==> src/rtl/sbmb_pkg.sv <==
package sbmb_pkg;

   // host word selects
   localparam logic [1:0] WSEL_CMD  = 2'd0;
   localparam logic [1:0] WSEL_XADR = 2'd1;
   localparam logic [1:0] WSEL_DATA = 2'd2;
   localparam logic [1:0] WSEL_STAT = 2'd3;

   // command word field geometry
   localparam int OPC_W   = 8;
   localparam int PORT_W  = 8;
   localparam int OFFL_W  = 8;
   localparam int BE_W    = 4;
   localparam int BE_LSB  = 4;
   localparam int OFFL_LSB = BE_LSB + BE_W;
   localparam int OFFL_LSB_R = 8;
   localparam int PORT_LSB = OFFL_LSB_R + OFFL_W;
   localparam int OPC_LSB  = PORT_LSB + PORT_W;

   // status bit positions
   localparam int ST_BUSY = 0;
   localparam int ST_FERR = 1;
   localparam int ST_DENY = 2;
   localparam int ST_COLL = 3;

   typedef enum logic [1:0] {
      SEQ_IDLE = 2'd0,
      SEQ_REQ  = 2'd1,
      SEQ_WAIT = 2'd2
   } seq_state_e;

   function automatic logic opc_is_write(input logic [OPC_W-1:0] opc);
      return opc[0];
   endfunction

endpackage

==> src/rtl/sbmb_hostregs.sv <==
module sbmb_hostregs
   import sbmb_pkg::*;
#(
   parameter int HADDR_W = 2,
   parameter int DATA_W  = 32,
   parameter int XHI_W   = 24
) (
   input  logic               clk,
   input  logic               rst_n,
   input  logic               hreg_valid,
   input  logic               hreg_write,
   input  logic [HADDR_W-1:0] hreg_addr,
   input  logic [DATA_W-1:0]  hreg_wdata,
   output logic               hreg_ready,
   output logic               hrsp_valid,
   output logic [DATA_W-1:0]  hrsp_rdata,
   input  logic               busy_i,
   input  logic               ferr_set_i,
   input  logic               deny_set_i,
   input  logic               coll_set_i,
   input  logic               cap_en_i,
   input  logic [DATA_W-1:0]  cap_data_i,
   output logic               cmd_wr_o,
   output logic [XHI_W-1:0]   xadr_hi_o,
   output logic [DATA_W-1:0]  data_o
);

   logic              addr_hit;
   logic [1:0]        wsel;
   logic              wr_acc;
   logic [DATA_W-1:0] cmd_q;
   logic [XHI_W-1:0]  xadr_q;
   logic [DATA_W-1:0] data_q;
   logic              ferr_q, deny_q, coll_q;
   logic              stat_wr;
   logic [DATA_W-1:0] xadr_rd;
   logic [DATA_W-1:0] stat_rd;
   logic [DATA_W-1:0] rd_mux;

   assign wsel = hreg_addr[1:0];

   generate
      if (HADDR_W > 2) begin : g_wide_addr
         assign addr_hit = ~|hreg_addr[HADDR_W-1:2];
      end else begin : g_narrow_addr
         assign addr_hit = 1'b1;
      end
   endgenerate

   assign hreg_ready = 1'b1;
   assign wr_acc     = hreg_valid & hreg_write & addr_hit;
   assign cmd_wr_o   = wr_acc & (wsel == WSEL_CMD);
   assign stat_wr    = wr_acc & (wsel == WSEL_STAT);
   assign xadr_hi_o  = xadr_q;
   assign data_o     = data_q;

   always_ff @(posedge clk or negedge rst_n) begin
      if (!rst_n) begin
         cmd_q  <= '0;
         xadr_q <= '0;
         data_q <= '0;
      end else begin
         if (cmd_wr_o && !busy_i)
            cmd_q <= hreg_wdata;
         if (wr_acc && (wsel == WSEL_XADR))
            xadr_q <= hreg_wdata[OFFL_W +: XHI_W];
         if (cap_en_i)
            data_q <= cap_data_i;
         else if (wr_acc && (wsel == WSEL_DATA))
            data_q <= hreg_wdata;
      end
   end

   // sticky flags: a set in the same cycle as a clear wins
   always_ff @(posedge clk or negedge rst_n) begin
      if (!rst_n) begin
         ferr_q <= 1'b0;
         deny_q <= 1'b0;
         coll_q <= 1'b0;
      end else begin
         ferr_q <= ferr_set_i | (ferr_q & ~(stat_wr & hreg_wdata[ST_FERR]));
         deny_q <= deny_set_i | (deny_q & ~(stat_wr & hreg_wdata[ST_DENY]));
         coll_q <= coll_set_i | (coll_q & ~(stat_wr & hreg_wdata[ST_COLL]));
      end
   end

   always_comb begin
      xadr_rd = '0;
      xadr_rd[OFFL_W +: XHI_W] = xadr_q;
      stat_rd = '0;
      stat_rd[ST_BUSY] = busy_i;
      stat_rd[ST_FERR] = ferr_q;
      stat_rd[ST_DENY] = deny_q;
      stat_rd[ST_COLL] = coll_q;
      unique case (wsel)
         WSEL_CMD:  rd_mux = cmd_q;
         WSEL_XADR: rd_mux = xadr_rd;
         WSEL_DATA: rd_mux = data_q;
         default:   rd_mux = stat_rd;
      endcase
      if (!addr_hit)
         rd_mux = '0;
   end

   always_ff @(posedge clk or negedge rst_n) begin
      if (!rst_n) begin
         hrsp_valid <= 1'b0;
         hrsp_rdata <= '0;
      end else begin
         hrsp_valid <= hreg_valid & ~hreg_write;
         if (hreg_valid && !hreg_write)
            hrsp_rdata <= rd_mux;
      end
   end

   // captured completion data lands in the data word
   p_rdcap_r9: assert property (@(posedge clk) disable iff (!rst_n)
      cap_en_i |=> data_q == $past(cap_data_i));

   // error flag survives until explicitly cleared
   p_ferr_sticky_r8: assert property (@(posedge clk) disable iff (!rst_n)
      ferr_q && !(stat_wr && hreg_wdata[ST_FERR]) |=> ferr_q);

   // a command write during busy does not replace the command readback
   p_cmd_hold_r6: assert property (@(posedge clk) disable iff (!rst_n)
      busy_i |=> $stable(cmd_q));

endmodule

==> src/rtl/sbmb_launch.sv <==
module sbmb_launch
   import sbmb_pkg::*;
#(
   parameter bit               RSV_EN   = 1'b1,
   parameter logic [PORT_W-1:0] RSV_PORT = 8'h06
) (
   input  logic              cmd_wr_i,
   input  logic              busy_i,
   input  logic [PORT_W-1:0] port_i,
   output logic              start_o,
   output logic              deny_o,
   output logic              coll_o
);

   logic is_rsv;

   generate
      if (RSV_EN) begin : g_rsv_check
         assign is_rsv = (port_i == RSV_PORT);
      end else begin : g_rsv_none
         assign is_rsv = 1'b0;
      end
   endgenerate

   assign coll_o  = cmd_wr_i & busy_i;
   assign deny_o  = cmd_wr_i & ~busy_i & is_rsv;
   assign start_o = cmd_wr_i & ~busy_i & ~is_rsv;

endmodule

==> src/rtl/sbmb_seq.sv <==
module sbmb_seq
   import sbmb_pkg::*;
#(
   parameter int ADDR_W = 32,
   parameter int DATA_W = 32
) (
   input  logic              clk,
   input  logic              rst_n,
   input  logic              start_i,
   input  logic [OPC_W-1:0]  opc_i,
   input  logic [PORT_W-1:0] port_i,
   input  logic [ADDR_W-1:0] addr_i,
   input  logic [BE_W-1:0]   be_i,
   input  logic [DATA_W-1:0] wdata_i,
   output logic              sb_req_valid,
   input  logic              sb_req_ready,
   output logic [OPC_W-1:0]  sb_req_opc,
   output logic [PORT_W-1:0] sb_req_port,
   output logic [ADDR_W-1:0] sb_req_addr,
   output logic [BE_W-1:0]   sb_req_be,
   output logic [DATA_W-1:0] sb_req_wdata,
   input  logic              sb_cpl_valid,
   output logic              sb_cpl_ready,
   input  logic              sb_cpl_err,
   input  logic [DATA_W-1:0] sb_cpl_rdata,
   output logic              busy_o,
   output logic              cap_en_o,
   output logic [DATA_W-1:0] cap_data_o,
   output logic              ferr_o
);

   seq_state_e        state;
   logic [OPC_W-1:0]  opc_q;
   logic [PORT_W-1:0] port_q;
   logic [ADDR_W-1:0] addr_q;
   logic [BE_W-1:0]   be_q;
   logic [DATA_W-1:0] wdata_q;
   logic              cpl_take;

   always_ff @(posedge clk or negedge rst_n) begin
      if (!rst_n) begin
         state   <= SEQ_IDLE;
         opc_q   <= '0;
         port_q  <= '0;
         addr_q  <= '0;
         be_q    <= '0;
         wdata_q <= '0;
      end else begin
         unique case (state)
            SEQ_IDLE: if (start_i) begin
               state   <= SEQ_REQ;
               opc_q   <= opc_i;
               port_q  <= port_i;
               addr_q  <= addr_i;
               be_q    <= be_i;
               wdata_q <= wdata_i;
            end
            SEQ_REQ:  if (sb_req_ready) state <= SEQ_WAIT;
            SEQ_WAIT: if (sb_cpl_valid) state <= SEQ_IDLE;
            default:  state <= SEQ_IDLE;
         endcase
      end
   end

   assign sb_req_valid = (state == SEQ_REQ);
   assign sb_cpl_ready = (state == SEQ_WAIT);
   assign sb_req_opc   = opc_q;
   assign sb_req_port  = port_q;
   assign sb_req_addr  = addr_q;
   assign sb_req_be    = be_q;
   assign sb_req_wdata = wdata_q;
   assign busy_o       = (state != SEQ_IDLE);

   assign cpl_take   = sb_cpl_ready & sb_cpl_valid;
   assign cap_en_o   = cpl_take & ~opc_is_write(opc_q) & ~sb_cpl_err;
   assign cap_data_o = sb_cpl_rdata;
   assign ferr_o     = cpl_take & sb_cpl_err;

   // request fields frozen while the fabric withholds ready
   p_req_hold_r1: assert property (@(posedge clk) disable iff (!rst_n)
      sb_req_valid && !sb_req_ready |=> sb_req_valid && $stable(sb_req_addr)
         && $stable(sb_req_opc) && $stable(sb_req_port) && $stable(sb_req_wdata));

   // busy persists until the completion is taken
   p_busy_until_cpl_r5: assert property (@(posedge clk) disable iff (!rst_n)
      busy_o && !(sb_cpl_valid && sb_cpl_ready) |=> busy_o);

   // a completion never overlaps a pending request
   p_single_out_r5: assert property (@(posedge clk) disable iff (!rst_n)
      sb_cpl_ready |-> !sb_req_valid);

endmodule

==> src/rtl/sbmb_bridge.sv <==
module sbmb_bridge
   import sbmb_pkg::*;
#(
   parameter int          HADDR_W  = 2,
   parameter int          DATA_W   = 32,
   parameter int          ADDR_W   = 32,
   parameter bit          RSV_EN   = 1'b1,
   parameter logic [7:0]  RSV_PORT = 8'h06
) (
   input  logic               clk,
   input  logic               rst_n,
   input  logic               hreg_valid,
   output logic               hreg_ready,
   input  logic               hreg_write,
   input  logic [HADDR_W-1:0] hreg_addr,
   input  logic [DATA_W-1:0]  hreg_wdata,
   output logic               hrsp_valid,
   output logic [DATA_W-1:0]  hrsp_rdata,
   output logic               sb_req_valid,
   input  logic               sb_req_ready,
   output logic [7:0]         sb_req_opc,
   output logic [7:0]         sb_req_port,
   output logic [ADDR_W-1:0]  sb_req_addr,
   output logic [3:0]         sb_req_be,
   output logic [DATA_W-1:0]  sb_req_wdata,
   input  logic               sb_cpl_valid,
   output logic               sb_cpl_ready,
   input  logic               sb_cpl_err,
   input  logic [DATA_W-1:0]  sb_cpl_rdata
);

   localparam int XHI_W = ADDR_W - OFFL_W;

   generate
      if (DATA_W != 32) begin : g_bad_data_w
         $error("sbmb_bridge: DATA_W must be 32");
      end
      if (ADDR_W <= OFFL_W || ADDR_W > DATA_W) begin : g_bad_addr_w
         $error("sbmb_bridge: ADDR_W must lie in 9..DATA_W");
      end
      if (HADDR_W < 2) begin : g_bad_haddr_w
         $error("sbmb_bridge: HADDR_W must be at least 2");
      end
   endgenerate

   logic              busy;
   logic              cmd_wr;
   logic              start, deny, coll;
   logic              ferr_set, cap_en;
   logic [DATA_W-1:0] cap_data;
   logic [XHI_W-1:0]  xadr_hi;
   logic [DATA_W-1:0] data_word;
   logic [ADDR_W-1:0] full_addr;

   assign full_addr = {xadr_hi, hreg_wdata[OFFL_LSB_R +: OFFL_W]};

   sbmb_hostregs #(
      .HADDR_W (HADDR_W),
      .DATA_W  (DATA_W),
      .XHI_W   (XHI_W)
   ) u_regs (
      .clk        (clk),
      .rst_n      (rst_n),
      .hreg_valid (hreg_valid),
      .hreg_write (hreg_write),
      .hreg_addr  (hreg_addr),
      .hreg_wdata (hreg_wdata),
      .hreg_ready (hreg_ready),
      .hrsp_valid (hrsp_valid),
      .hrsp_rdata (hrsp_rdata),
      .busy_i     (busy),
      .ferr_set_i (ferr_set),
      .deny_set_i (deny),
      .coll_set_i (coll),
      .cap_en_i   (cap_en),
      .cap_data_i (cap_data),
      .cmd_wr_o   (cmd_wr),
      .xadr_hi_o  (xadr_hi),
      .data_o     (data_word)
   );

   sbmb_launch #(
      .RSV_EN   (RSV_EN),
      .RSV_PORT (RSV_PORT)
   ) u_launch (
      .cmd_wr_i (cmd_wr),
      .busy_i   (busy),
      .port_i   (hreg_wdata[PORT_LSB +: PORT_W]),
      .start_o  (start),
      .deny_o   (deny),
      .coll_o   (coll)
   );

   sbmb_seq #(
      .ADDR_W (ADDR_W),
      .DATA_W (DATA_W)
   ) u_seq (
      .clk          (clk),
      .rst_n        (rst_n),
      .start_i      (start),
      .opc_i        (hreg_wdata[OPC_LSB +: OPC_W]),
      .port_i       (hreg_wdata[PORT_LSB +: PORT_W]),
      .addr_i       (full_addr),
      .be_i         (hreg_wdata[BE_LSB +: BE_W]),
      .wdata_i      (data_word),
      .sb_req_valid (sb_req_valid),
      .sb_req_ready (sb_req_ready),
      .sb_req_opc   (sb_req_opc),
      .sb_req_port  (sb_req_port),
      .sb_req_addr  (sb_req_addr),
      .sb_req_be    (sb_req_be),
      .sb_req_wdata (sb_req_wdata),
      .sb_cpl_valid (sb_cpl_valid),
      .sb_cpl_ready (sb_cpl_ready),
      .sb_cpl_err   (sb_cpl_err),
      .sb_cpl_rdata (sb_cpl_rdata),
      .busy_o       (busy),
      .cap_en_o     (cap_en),
      .cap_data_o   (cap_data),
      .ferr_o       (ferr_set)
   );

   // a new fabric request follows only a command-word write
   p_launch_on_cmd_r3: assert property (@(posedge clk) disable iff (!rst_n)
      $rose(sb_req_valid) |-> $past(hreg_valid && hreg_write && hreg_addr == HADDR_W'(WSEL_CMD)));

   generate
      if (RSV_EN) begin : g_rsv_assert
         // the reserved port never reaches the fabric
         p_no_rsv_port_r7: assert property (@(posedge clk) disable iff (!rst_n)
            sb_req_valid |-> sb_req_port != RSV_PORT);
      end
   endgenerate

endmodule

==> config.mk <==
export PLATFORM = sky130hd
export DESIGN_NAME = sbmb_bridge
export DESIGN_NICKNAME = d
export VERILOG_FILES = /design/src/rtl/sbmb_pkg.sv /design/src/rtl/sbmb_hostregs.sv /design/src/rtl/sbmb_launch.sv /design/src/rtl/sbmb_seq.sv /design/src/rtl/sbmb_bridge.sv
export SDC_FILE = /design/constraint.sdc
export NUM_CORES = 1
export LEC_CHECK = 0
export BUFFER_PORTS_ARGS = -buffer_cell sky130_fd_sc_hd__buf_2
export CAP_MARGIN = 10
export CORE_ASPECT_RATIO = 0.6
export CORE_MARGIN = 2
export CORE_UTILIZATION = 55
export DETAILED_ROUTE_END_ITERATION = 6
export GPL_TIMING_DRIVEN = 0
export PLACE_DENSITY = 0.81
export RECOVER_POWER = 100
export SKIP_CTS_REPAIR_TIMING = 1
export SLEW_MARGIN = 25
export SYNTH_ARGS = -nofsm -noshare
export SYNTH_HDL_FRONTEND = slang
export SYNTH_HIERARCHICAL = 1
export SYNTH_SLANG_ARGS = --single-unit
==> constraint.sdc <==
create_clock -name clk -period 2.35 [get_ports clk]
set_input_delay 0.3525 -clock clk [delete_from_list [all_inputs] [get_ports clk]]
set_output_delay 0.3525 -clock clk [all_outputs]
set_load 0.01 [all_outputs]
==> flow_summary.json <==
{
  "die_h_um": 104,
  "period_minus_slack_ps": 2250,
  "grt_antenna_before_repair": 0,
  "synthFlopType": "dfrtp_1",
  "htreeDepth": 1,
  "cp-start-kind": "register",
  "wl_um": 23900,
  "io_pins": 193,
  "min_path_type": "in2reg",
  "syn_to_final_growth_pct": 18.4,
  "worstSetupEndpointType": "register",
  "crit_path_max_incr_delay_ps": 440,
  "grt_busiest_layer": "met1",
  "slew-limit-headroom": -0.0211,
  "grt_usage": 0.269,
  "grt_max_degree": 95,
  "grt_pass1_wl_um": 36400,
  "maxCapViolations": 1,
  "clk_path_buf_depth": 3,
  "fin_crit_sh": 0.956,
  "cts.sinks": 210,
  "row_count": 36,
  "synth_nets": 761,
  "ir_drop_mv": 0.537,
  "core_um2": 16300,
  "p_comb_frac": 0.270,
  "antenna_left": 0,
  "via_count": 6316,
  "leakage_nw": 4.82,
  "overflow": 0,
  "grt_pass1_vias": 6303,
  "hold_viol": 0,
  "final.setup.tns_ps": 0,
  "max_freq_ghz": 0.445,
  "p_per_area_nw_per_um2": 1180,
  "critPathMaxFanout": 10,
  "grt.met3_usage": 0.0666,
  "cts_tree": "done",
  "wl_per_cell_um": 21.4,
  "first_pass_iters": 5,
  "switching_share": 0.317,
  "use_met2": 0.396,
  "pwr-share-seq": 0.473,
  "finalNetCount": 947,
  "internal-power_w": 0.00876,
  "vias_per_cell": 5.66,
  "antenna_cells": 0,
  "clkPwrFrac": 0.257,
  "tightest_slew_ps": 1530,
  "setup_viol_count_final": 0,
  "finClkSkew_ps": 13.9,
  "die_w_um": 171,
  "async_flop_share": 1.00,
  "drive_gt1_frac": 0.301,
  "run_status": "finished with violations",
  "cpMaxStageDelayCell": "dfrtp_1",
  "whs_path_depth": 2,
  "clkLatencyLatePin_ps": 500,
  "start_util": 0.563,
  "route.detailed.drc": 0,
  "violations": "capacitance limit, slew limit",
  "io_buffers": 158,
  "final_max_slew_viol_count": 24,
  "fin_area_um2": 10900,
  "drtIter0Drc": 490,
  "synth_edf_count": 0,
  "cp_data_required_time_ps": 2730,
  "arrival_ps": 2620,
  "gp_congestion": 0.795,
  "placed_area_um2": 10300,
  "yosys_warnings": 6,
  "cts_buffers": 20,
  "ys_types": 42,
  "dieArea_um2": 17800,
  "p_switching_w": 0.00407,
  "use_met1": 0.408,
  "syn_inst": 688,
  "syn_avg_cell_area_um2": 13.4,
  "synth_seq_cells": 210,
  "syn_area_um2": 9190,
  "crit_chain": "nor2b_1 > nor4b_4 > clkbuf_4 > nor2_1 > buf_2 > a221o_1",
  "root_buffer": "clkbuf_16",
  "crit_type": "reg2reg",
  "reg2reg_depth": 6,
  "clk_pin_slew_ps": 60,
  "ys_seq_area_frac": 0.572,
  "utilization": 0.667,
  "dp_hpwl_um": 16400
}
[synthesized netlist by cell type, types with 2 or more instances]
master,instances,area share
buf_2,9,0.0049
and2_1,14,0.0095
mux2_2,82,0.10
o221a_2,7,0.0086
nand2_1,8,0.0033
dfrtp_1,210,0.57
mux2i_1,40,0.044
a21oi_4,2,0.0035
a21oi_1,51,0.028
mux2_1,62,0.076
a21o_1,3,0.0025
o21ai_0,4,0.0022
clkbuf_1,12,0.0049
nor3_1,13,0.0071
a221o_1,13,0.014
nand2b_1,11,0.0075
nor2_1,35,0.014
buf_4,43,0.035
a221oi_1,4,0.0038
buf_6,10,0.012
nor2b_1,3,0.0020
a21oi_2,8,0.0076
or2_2,25,0.017
[path summary, 6_finish.rpt]
kind	from	slack (ps)	end
max in group asynchronous	rst_n	430	u_seq/sb_req_wdata[3]$_DFFE_PN0P_
min reg2reg	u_regs/ferr_q$_DFF_PN0_	480	u_regs/ferr_q$_DFF_PN0_
min	sb_req_ready	70	u_seq/state[0]$_DFFE_PN0P_
min in group asynchronous	rst_n	780	u_regs/hrsp_rdata[16]$_DFFE_PN0P_
max reg2reg	u_seq/state[1]$_DFFE_PN0P_	100	u_regs/data_o[16]$_DFFE_PN0P_
max	u_seq/state[1]$_DFFE_PN0P_	100	u_regs/data_o[16]$_DFFE_PN0P_
[worst max-delay path: cells and delay by family (launching register included)]
kind / cells / cell delay (ps)
and+or+nand+nor: 3 / 760
buffers and inverters: 2 / 530
AOI/OAI and AO/OA: 1 / 390
DFF: 1 / 440
[sequential cells by signal, indices dropped and copies added, names as in the netlist, 8 cells and up]
name,cells
u_seq/sb_req_opc,8
u_regs/data_o,32
u_regs/cmd_q,32
u_seq/sb_req_addr,32
u_regs/xadr_hi_o,24
u_seq/sb_req_wdata,32
u_seq/sb_req_port,8
u_regs/hrsp_rdata,32
[area by class of cell]
type                            instances  area, um^2
Fill cell                            1317        5430
Sequential cell                       210        5260
Multi-Input combinational cell        400        3380
Timing Repair Buffer                  164         727
Clock buffer                           27         558
Buffer                                 76         554
Tap cell                              228         285
Clock inverter                          9         106
Inverter                                2        7.51
[metal layers]
layer	share of wire	wire length, um
met1	0.46	11000
met2	0.44	10600
met3	0.083	1980
met4	0.013	318
met5	0	0
[cell usage in the layout (no fill, tap or decap), types with 3 or more instances in the layout]
cell        instances
mux2i_1            40
a221o_1            13
mux2_2             82
buf_4              42
mux2_1             62
nor3_1             13
a21o_1              3
nand2_1             8
nor2_1             35
nor2b_1             3
o221a_2             7
buf_2              43
clkbuf_4            4
a21oi_1            50
a21oi_2             9
or2_2              24
clkinv_2            3
dfrtp_1           210
clkinvlp_4          3
a221oi_1            4
buf_6              10
and2_1             13
clkbuf_1          139
nand2b_1           11
clkbuf_16          21
o21ai_0             4
[power groups by stage]
| stage | sequential [W] | clock, W | combinational (W) |
|---|---|---|---|
| after CTS | 0.00601 | 0.00333 | 0.00370 |
| after global routing | 0.00626 | 0.00349 | 0.00379 |
| final | 0.00606 | 0.00330 | 0.00347 |
| after detailed placement | 0.00606 | 0 | 0.00367 |
| after floorplan | 0.00627 | 0 | 0.00186 |
| after global placement | 0.00601 | 0 | 0.00354 |
[cells by family (layout without fill, tap and decap cells)]
logic type,Yosys count,after routing,share of synthesized area
compound gates,94,94,0.0719
buf+inv,78,278,0.0601
flops,210,210,0.572
mux,184,184,0.220
other cells,1,1,0.000408
simple gates,121,121,0.0753
[per-stage QoR]
step | power, W | cells | setup WS, ps | hold slack (ps)
floorplan | 0.00813 | 688 | 103 | 56.9
global placement | 0.00955 | 1074 | -2600 | 462
detailed placement | 0.00973 | 1076 | -557 | 209
CTS | 0.0130 | 1112 | -465 | -315
global route | 0.0135 | 1116 | -0.426 | 77.7
finish | 0.0128 | 1116 | 104 | 69.9
(Power assumes the default switching activity.)
